File: config.mk
export PLATFORM = sky130hd
export DESIGN_NAME = clk_mode_seq
export DESIGN_NICKNAME = d
export VERILOG_FILES = /design/src/rtl/cms_pkg.sv /design/src/rtl/cms_wait_timer.sv /design/src/rtl/cms_stop_ctrl.sv /design/src/rtl/clk_mode_seq.sv
export SDC_FILE = /design/constraint.sdc
export NUM_CORES = 1
export LEC_CHECK = 0
export ABC_AREA = 1
export ABC_CLOCK_PERIOD_IN_PS = 1450
export BUFFER_PORTS_ARGS = -buffer_cell sky130_fd_sc_hd__buf_2
export CAP_MARGIN = 5
export CORE_ASPECT_RATIO = 0.6
export CORE_MARGIN = 5
export CORE_UTILIZATION = 47
export DETAILED_ROUTE_END_ITERATION = 10
export GPL_ROUTABILITY_DRIVEN = 1
export PLACE_DENSITY_LB_ADDON = 0.25
export SLEW_MARGIN = 0
export SYNTH_ARGS = -nofsm -noshare
export SYNTH_HDL_FRONTEND = slang
export SYNTH_SLANG_ARGS = --single-unit
File: constraint.sdc
create_clock -name clk -period 1.45 [get_ports clk]
set_input_delay 0.435 -clock clk [delete_from_list [all_inputs] [get_ports clk]]
set_output_delay 0.435 -clock clk [all_outputs]
set_load 0.005 [all_outputs]
File: src/rtl/cms_pkg.sv
package cms_pkg;

    typedef enum logic [1:0] {
        MODE_LOW  = 2'b00,
        MODE_MID  = 2'b01,
        MODE_HIGH = 2'b10
    } mode_e;

    localparam logic [7:0] STAB_TMR_VAL = 8'h01;
    localparam logic [7:0] STAB_PSC_VAL = 8'hFF;

    typedef struct packed {
        mode_e mode;
        logic  inhibit;
        logic  sw_en;
        logic  long_wait;
    } ctl_state_t;

endpackage

File: src/rtl/cms_wait_timer.sv
module cms_wait_timer #(
    parameter int WAIT_SHORT = 256,
    parameter int WAIT_LONG  = 512
) (
    input  logic clk,
    input  logic rst_n,
    input  logic start,
    input  logic long_sel,
    input  logic tick,
    output logic busy,
    output logic done
);
    localparam int CW = $clog2(WAIT_LONG);
    localparam logic [CW-1:0] LIM_S = CW'(WAIT_SHORT - 1);
    localparam logic [CW-1:0] LIM_L = CW'(WAIT_LONG - 1);

    typedef struct packed {
        logic          busy;
        logic [CW-1:0] cnt;
    } tmr_t;

    tmr_t q, d;
    logic [CW-1:0] lim;

    always_comb begin
        d    = q;
        lim  = long_sel ? LIM_L : LIM_S;
        done = q.busy && tick && (q.cnt == lim);
        if (start && !q.busy) begin
            d.busy = 1'b1;
            d.cnt  = '0;
        end else if (done) begin
            d.busy = 1'b0;
            d.cnt  = '0;
        end else if (q.busy && tick) begin
            d.cnt = q.cnt + 1'b1;
        end
    end

    always_ff @(posedge clk or negedge rst_n) begin
        if (!rst_n) q <= '0;
        else        q <= d;
    end

    assign busy = q.busy;
endmodule

File: src/rtl/cms_stop_ctrl.sv
module cms_stop_ctrl (
    input  logic clk,
    input  logic rst_n,
    input  logic stop_req,
    input  logic wake,
    input  logic busy,
    input  logic inhibit,
    output logic stopped,
    output logic load
);
    typedef struct packed {
        logic stopped;
        logic load;
    } stp_t;

    stp_t q, d;

    always_comb begin
        d      = q;
        d.load = 1'b0;
        if (q.stopped) begin
            if (wake) begin
                d.stopped = 1'b0;
                d.load    = !inhibit;
            end
        end else if (stop_req && !busy) begin
            d.stopped = 1'b1;
        end
    end

    always_ff @(posedge clk or negedge rst_n) begin
        if (!rst_n) q <= '0;
        else        q <= d;
    end

    assign stopped = q.stopped;
    assign load    = q.load;
endmodule

File: src/rtl/clk_mode_seq.sv
module clk_mode_seq
    import cms_pkg::*;
#(
    parameter int WAIT_SHORT = 256,
    parameter int WAIT_LONG  = 512
) (
    input  logic       clk,
    input  logic       rst_n,
    input  logic       cfg_we,
    input  logic [7:0] cfg_wdata,
    input  logic       mode_we,
    input  logic [1:0] mode_wdata,
    input  logic       stop_req,
    input  logic       wake,
    input  logic       slow_tick,
    output logic [7:0] cfg_rdata,
    output logic [1:0] mode,
    output logic       osc_en,
    output logic       stopped,
    output logic       tmr_load,
    output logic [7:0] tmr_load_val,
    output logic [7:0] psc_load_val
);
    ctl_state_t q, d;
    logic start, busy, done, stp;

    cms_wait_timer #(.WAIT_SHORT(WAIT_SHORT), .WAIT_LONG(WAIT_LONG)) u_wait (
        .clk(clk), .rst_n(rst_n), .start(start), .long_sel(q.long_wait),
        .tick(slow_tick), .busy(busy), .done(done)
    );

    cms_stop_ctrl u_stop (
        .clk(clk), .rst_n(rst_n), .stop_req(stop_req), .wake(wake),
        .busy(busy), .inhibit(q.inhibit), .stopped(stp), .load(tmr_load)
    );

    always_comb begin
        d     = q;
        start = 1'b0;
        if (cfg_we) begin
            d.inhibit = cfg_wdata[0];
            if (!busy) begin
                d.sw_en     = cfg_wdata[1];
                d.long_wait = cfg_wdata[2];
                start = cfg_wdata[3] && cfg_wdata[1] && (q.mode == MODE_LOW)
                        && !stp && !stop_req;
            end
        end
        if (mode_we && !busy && !stp && (q.mode != MODE_LOW)
            && (mode_wdata != 2'b11))
            d.mode = mode_e'(mode_wdata);
        if (done)
            d.mode = MODE_MID;
    end

    always_ff @(posedge clk or negedge rst_n) begin
        if (!rst_n) q <= '{mode: MODE_MID, inhibit: 1'b0, sw_en: 1'b0, long_wait: 1'b0};
        else        q <= d;
    end

    assign cfg_rdata    = {3'b000, busy, busy, q.long_wait, q.sw_en, q.inhibit};
    assign mode         = q.mode;
    assign osc_en       = (q.mode != MODE_LOW) || busy;
    assign stopped      = stp;
    assign tmr_load_val = STAB_TMR_VAL;
    assign psc_load_val = STAB_PSC_VAL;
endmodule

==> flow_metrics.py, run 1 <==
metrics = {
    "placed_design": {
        "io_buffers": 22,
        "place_hpwl_mm": 1.922,
        "dp.cells": 188,
        "post_dp_cell_area_um2": 1169,
        "place_ws_ps": 16.61,
        "place.gp.congestion": 0.8446,
    },
    "pwr": {
        "ir_drop_v": 0.0007239,
        "p_leak_nw": 0.6924,
        "finalPower_mw": 1.851,
        "powerDensity_nw_per_um2": 1466,
    },
    "clock_network": {
        "cts_tree": "done",
        "cts_buffers": 3,
        "cts.sinks": 17,
        "clkTransAtPathRegs_ps": 60,
        "cts.htree.levels": 1,
        "worstSkewPairLatency_ps": 250,
        "root_buffer": "clkbuf_8",
        "clk_path_buf_depth": 2,
        "holdBufCountCts": 0,
    },
    "setup_path": {
        "r2r-end": "u_wait.q[0]$_DFFE_PN0P_",
        "critPathArrivalTime_ps": 990,
        "r2r_cells": 6,
        "reg2reg_from": "u_wait.q[1]$_DFFE_PN0P_",
        "critical_path_class": "reg -> out",
        "worst_ep_required_time_ps": 1020,
        "start_kind": "flip-flop",
        "path_max_fanout": 3,
        "reg2reg_slack_ps": 80,
        "endpoint_kind": "output port",
    },
    "routing": {
        "dr_wl_met3_um": 206,
        "antenna_left": 0,
        "viasPerCell": 4.605,
        "vias": 898,
        "wl_per_cell_um": 12.38,
        "drc_errors": 0,
        "highest_layer": "met4",
        "drt_iter0_markers": 75,
        "wl_mm": 2.414,
        "wl_met2_mm": 1.144,
        "first_pass_iters": 4,
        "m1WireLength_mm": 1.052,
    },
    "hold_path": {
        "hold_class": "in -> async",
    },
    "logic_synthesis": {
        "synth_edf_count": 0,
        "ys.flop_type": "dfrtp_1",
        "synth.avg_cell_area_um2": 7.983,
        "yosysSeqAreaShare_pct": 37.64,
        "yosysUniqueCellTypes": 25,
        "post-synth-top-count-cell": "nand2_1",
        "synth_seq_cells": 17,
        "synthTopCellsByCount": "nand2_1, buf_4, dfrtp_1",
        "synth_area_leader_cell": "dfrtp_1",
        "ys_async_sr_fraction_pct": 100.0,
        "synth_cells": 142,
        "synth_area_leaders": "dfrtp_1, buf_4, nand2_1",
        "yosysWarnings": 0,
        "synth_area_um2": 1134,
        "synth_top_area_share_pct": 35.32,
    },
    "finish": {
        "drive_gt1_share_pct": 31.52,
        "seqCellArea_um2": 427.9,
        "antenna_cells": 0,
        "layout.nets": 184,
        "fin_cells": 195,
        "multiInputGateArea_um2": 539.3,
        "area_growth_pct": 11.37,
        "final_util_pct": 56.65,
        "num-fill-cells": 211,
        "final_area_um2": 1262,
    },
    "sta": {
        "period_needed_ps": 1424,
        "rsz0062_at_grt": "true",
        "fmax_mhz": 702.4,
        "hold_slack_ps": 95.49,
        "worst_slack_ps": 26.24,
        "tns_ps": 0,
        "setup_violations": 0,
        "period_share_pct": 98.19,
        "fin_skew_ps": 4.325,
        "hold_viol_final": 0,
        "timing.final.max_slew_violations": 0,
    },
    "global_route": {
        "grt_pass1_vias": 834,
        "antenna_found_initial": 0,
        "grt_pass1_wl_mm": 3.822,
        "grt_max_degree": 18,
        "overflow": 0,
        "grt_use_total_pct": 14.92,
    },
    "run_status": {
        "outcome": "completed",
    },
    "floorplanning": {
        "initial_utilization_pct": 50.87,
        "rows": 13,
        "die_y_um": 48.04,
        "fp.dieArea_um2": 3526,
        "ios": 46,
        "placeableCoreArea_um2": 2228,
        "die_width_um": 73.40,
    },
    "job": {
        "cap_viol_max_count": 0,
    },
}
[registers in the layout, summed over array words and instances, names as in the netlist]
register,count
cfg_rdata,3
mode,2
u_stop.stopped,1
u_wait.busy,1
u_wait.q,9
u_stop.load,1
[cell families after synthesis]
logic type / synth area share (%)
xor+xnor: 1.546
flops: 37.64
other cells: 0.6625
fa+ha+maj: 1.104
mux: 2.980
simple gates: 31.46
buf+inv: 21.52
compound gates: 3.090
[area by class of cell]
class,instances,share of cell area [%]
Multi-Input combinational cell,102,42.72
Tap cell,30,2.973
Clock buffer,4,3.568
Timing Repair Buffer,26,12.09
Inverter,16,4.757
Sequential cell,17,33.89
[critical path: stages, from the launching register on]
cell and delay [ps]:
dfstp_2 540, inv_2 50, nand3_2 40, buf_2 100
[per-layer routing]
metal	vias to the layer above	GRT usage (%)
li1	454	-
met1	411	18.88
met2	31	24.33
met3	2	5.870
met4	0	3.971
met5	-	0
[placed cells by master (no fill, tap or decap), types with 4 or more instances in the layout]
cell	instances
dfrtp_1	15
inv_1	13
conb_1	19
nand3_1	8
nor2_1	10
o21ai_0	6
buf_2	22
nand2_1	30
nand4_1	6
nand2_2	4
nand3_2	4
[worst max-delay path by stage]
stage	from	endpoint	slack [ps]	cells after the start
2_1_floorplan	u_wait.q[0]$_DFFE_PN0P_	u_wait.q[7]$_DFFE_PN0P_	230	8
3_3_place_gp	u_wait.q[1]$_DFFE_PN0P_	u_wait.q[0]$_DFFE_PN0P_	80	6
3_5_place_dp	stop_req	u_wait.q[7]$_DFFE_PN0P_	20	10
4_1_cts	mode[0]$_DFFE_PN1P_	osc_en	6	3
5_1_grt	u_wait.q[1]$_DFFE_PN0P_	u_wait.q[0]$_DFFE_PN0P_	-30	6
6_report	mode[0]$_DFFE_PN1P_	osc_en	30	3
[power breakdown]
part | switching, mW | internal, mW
clock network | 0.154 | 0.195
registers | 0.162 | 0.651
logic | 0.390 | 0.298
[what timing repair did]
action / 4_1_cts / 5_1_grt
setup buffers: 0 / 3
gates resized for setup: 2 / 3
pin swaps: 0 / 1
endpoints found under the setup margin: 1 / 9
Note: power is estimated with default switching activity, not from simulation.
==> run 2: changes to the inputs <==
--- a/config.mk
+++ b/config.mk
@@ -6,16 +6,16 @@
 export NUM_CORES = 1
 export LEC_CHECK = 0
 export ABC_AREA = 1
-export ABC_CLOCK_PERIOD_IN_PS = 1450
 export BUFFER_PORTS_ARGS = -buffer_cell sky130_fd_sc_hd__buf_2
 export CAP_MARGIN = 5
 export CORE_ASPECT_RATIO = 0.6
 export CORE_MARGIN = 5
-export CORE_UTILIZATION = 47
+export CORE_UTILIZATION = 51
 export DETAILED_ROUTE_END_ITERATION = 10
 export GPL_ROUTABILITY_DRIVEN = 1
 export PLACE_DENSITY_LB_ADDON = 0.25
 export SLEW_MARGIN = 0
 export SYNTH_ARGS = -nofsm -noshare
 export SYNTH_HDL_FRONTEND = slang
+export SYNTH_HIERARCHICAL = 1
 export SYNTH_SLANG_ARGS = --single-unit
==> constraint.sdc (replaced) <==
create_clock -name clk -period 1.8 [get_ports clk]
set_input_delay 0.54 -clock clk [delete_from_list [all_inputs] [get_ports clk]]
set_output_delay 0.54 -clock clk [all_outputs]
set_load 0.005 [all_outputs]
==> flow_metrics.py, run 2 <==
metrics = {
    "run_status": {
        "outcome": "completed",
    },
    "routing": {
        "first_pass_iters": 4,
        "wl_per_cell_um": 10.43,
        "vias": 885,
        "drc_errors": 0,
        "viasPerCell": 4.403,
        "drt_iter0_markers": 36,
        "antenna_left": 0,
        "wl_mm": 2.096,
    },
    "setup_path": {
        "endpoint_kind": "output port",
        "slowest_delay_ps": 560,
        "crit_family": "flip-flops",
        "critical_path_class": "reg -> out",
        "crit_start": "mode[0]$_DFFE_PN1P_",
        "path_max_fanout": 3,
        "r2r-end": "u_wait/q[2]$_DFFE_PN0P_",
        "cp_num_buf_inv": 1,
        "critPathArrivalTime_ps": 1060,
        "start_kind": "flip-flop",
        "r2r_cells": 8,
        "reg2reg_slack_ps": 230,
        "crit_chain": "nor2_2, nand2_1, buf_2",
        "crit_end": "osc_en",
        "reg2reg_from": "u_stop/stopped$_DFF_PN0_",
        "path_depth": 3,
        "worst_ep_required_time_ps": 1260,
        "crit_path_top_delay_cell": "dfstp_2",
    },
    "clock_network": {
        "clk_path_buf_depth": 2,
        "post_cts_buffers": 0,
        "cts.sinks": 17,
        "root_buffer": "clkbuf_8",
        "post_cts_resized": 0,
        "holdBufCountCts": 0,
        "clkTransAtPathRegs_ps": 60,
        "cts_buffers": 3,
        "cts_tree": "done",
        "worstSkewPairLatency_ps": 250,
        "cts.htree.levels": 1,
    },
    "logic_synthesis": {
        "synth_edf_count": 0,
        "synth_seq_cells": 17,
        "synth_area_um2": 1127,
        "yosys.area_share.simple_pct": 35.07,
        "yosysUniqueCellTypes": 23,
        "synth_area_leader_cell": "dfrtp_1",
        "post-synth-top-count-cell": "nand2_1",
        "ys_async_sr_fraction_pct": 100.0,
        "synth_xor_area_share_pct": 1.554,
        "yosysWarnings": 6,
        "synth_top_family_by_area": "simple AND/OR/NAND/NOR gates",
        "synth_compound_area_share_pct": 1.110,
        "synthTopCellsByCount": "nand2_1, buf_4, inv_1",
        "synth.avg_cell_area_um2": 7.669,
        "synth_area_leaders": "dfrtp_1, buf_4, nand2_1",
        "synth_fa_ha_area_share_pct": 1.110,
        "synth_top_area_share_pct": 35.52,
        "synth.area.mux_share_pct": 0.9989,
        "yosysSeqAreaShare_pct": 37.85,
        "ys.flop_type": "dfrtp_1",
        "synth_cells": 147,
    },
    "sta": {
        "timing.final.max_slew_violations": 0,
        "hold_viol_final": 0,
        "period_share_pct": 89.09,
        "period_needed_ps": 1604,
        "tns_ps": 0,
        "fmax_mhz": 623.6,
        "fin_skew_ps": 1.994,
        "setup_violations": 0,
        "rsz0062_at_grt": "false",
        "hold_slack_ps": 197.4,
    },
    "placed_design": {
        "post_dp_cell_area_um2": 1192,
        "place.gp.congestion": 0.8332,
        "place_hpwl_mm": 1.707,
        "io_buffers": 22,
    },
    "finish": {
        "final_util_pct": 58.07,
        "antenna_cells": 0,
        "layout.nets": 190,
        "largest_register_ffs": 9,
        "mostFrequentLayoutCell": "nand2_1",
        "drive_gt1_share_pct": 25.73,
        "final_area_um2": 1237,
        "area_growth_pct": 9.767,
        "most-common-layout-cells": "nand2_1, buf_2, inv_1, conb_1, dfrtp_1",
        "max_flop_register": "u_wait/q",
    },
    "floorplanning": {
        "initial_utilization_pct": 52.91,
        "fp.dieArea_um2": 3282,
        "ios": 46,
        "die_y_um": 46.42,
        "die_width_um": 70.70,
        "placeableCoreArea_um2": 2131,
        "rows": 13,
    },
    "global_route": {
        "grt_use_met3_pct": 4.139,
        "met1_usage_pct": 17.13,
        "overflow": 0,
        "grt.busiest_layer": "met2",
        "antenna_found_initial": 0,
        "use_met2_pct": 22.65,
        "grt_pass1_wl_mm": 3.422,
        "grt_pass1_vias": 759,
        "grt_max_degree": 18,
        "grt_use_total_pct": 13.86,
    },
    "job": {
        "cap_viol_max_count": 0,
    },
    "pwr": {
        "finalPower_mw": 1.437,
        "ir_drop_v": 0.0005157,
        "p_leak_nw": 0.7294,
        "powerDensity_nw_per_um2": 1161,
    },
    "hold_path": {
        "hold_class": "in -> async",
    },
}
## run 2: report_power, final
group | total, mW | internal [mW] | switching [mW]
combinational | 0.531 | 0.211 | 0.320
sequential | 0.623 | 0.509 | 0.114
clock | 0.283 | 0.157 | 0.126
total | 1.44 | 0.877 | 0.560
## run 2: logic make-up (layout without fill, tap and decap cells)
group / Yosys count / in the layout
AO/OA/AOI/OAI: 2 / 2
XOR/XNOR: 2 / 2
adder cells (fa/ha/maj): 1 / 1
buffers and inverters: 42 / 49
flip-flops: 17 / 17
multiplexers: 1 / 1
other: 2 / 19
AND/OR/NAND/NOR: 80 / 80
## run 2: worst min path at each step
| stage | endpoint | cells after the start | startpoint | slack, ps |
|---|---|---|---|---|
| after CTS | u_stop/load$_DFF_PN0_ | 1 | rst_n | 210 |
| after global placement | u_stop/load$_DFF_PN0_ | 1 | cfg_rdata[0]$_DFFE_PN0P_ | 430 |
| after global routing | cfg_rdata[0]$_DFFE_PN0P_ | 1 | rst_n | 220 |
| after floorplan | cfg_rdata[0]$_DFFE_PN0P_ | 0 | rst_n | 240 |
| final | u_stop/load$_DFF_PN0_ | 1 | rst_n | 200 |
| after detailed placement | u_stop/load$_DFF_PN0_ | 1 | cfg_rdata[0]$_DFFE_PN0P_ | 440 |
## run 2: per-stage QoR
stage	setup WS (ps)	std cells
2_1_floorplan	258.7	164
3_3_place_gp	74.65	197
3_5_place_dp	45.89	197
4_1_cts	174.2	201
5_1_grt	78.94	201
6_report	196.3	201
## run 2: routing by layer
layer | up-vias | part of all wire [%]
li1 | 464 | -
met1 | 388 | 48
met2 | 29 | 42
met3 | 4 | 7.5
met4 | 0 | 2.4
met5 | - | 0
## run 2: final cells by class
type,instances,area (µm²)
Fill cell,214,893.4
Multi-Input combinational cell,105,520.5
Sequential cell,17,426.7
Timing Repair Buffer,25,132.6
Inverter,20,75.07
Clock buffer,4,45.04
Tap cell,30,37.54
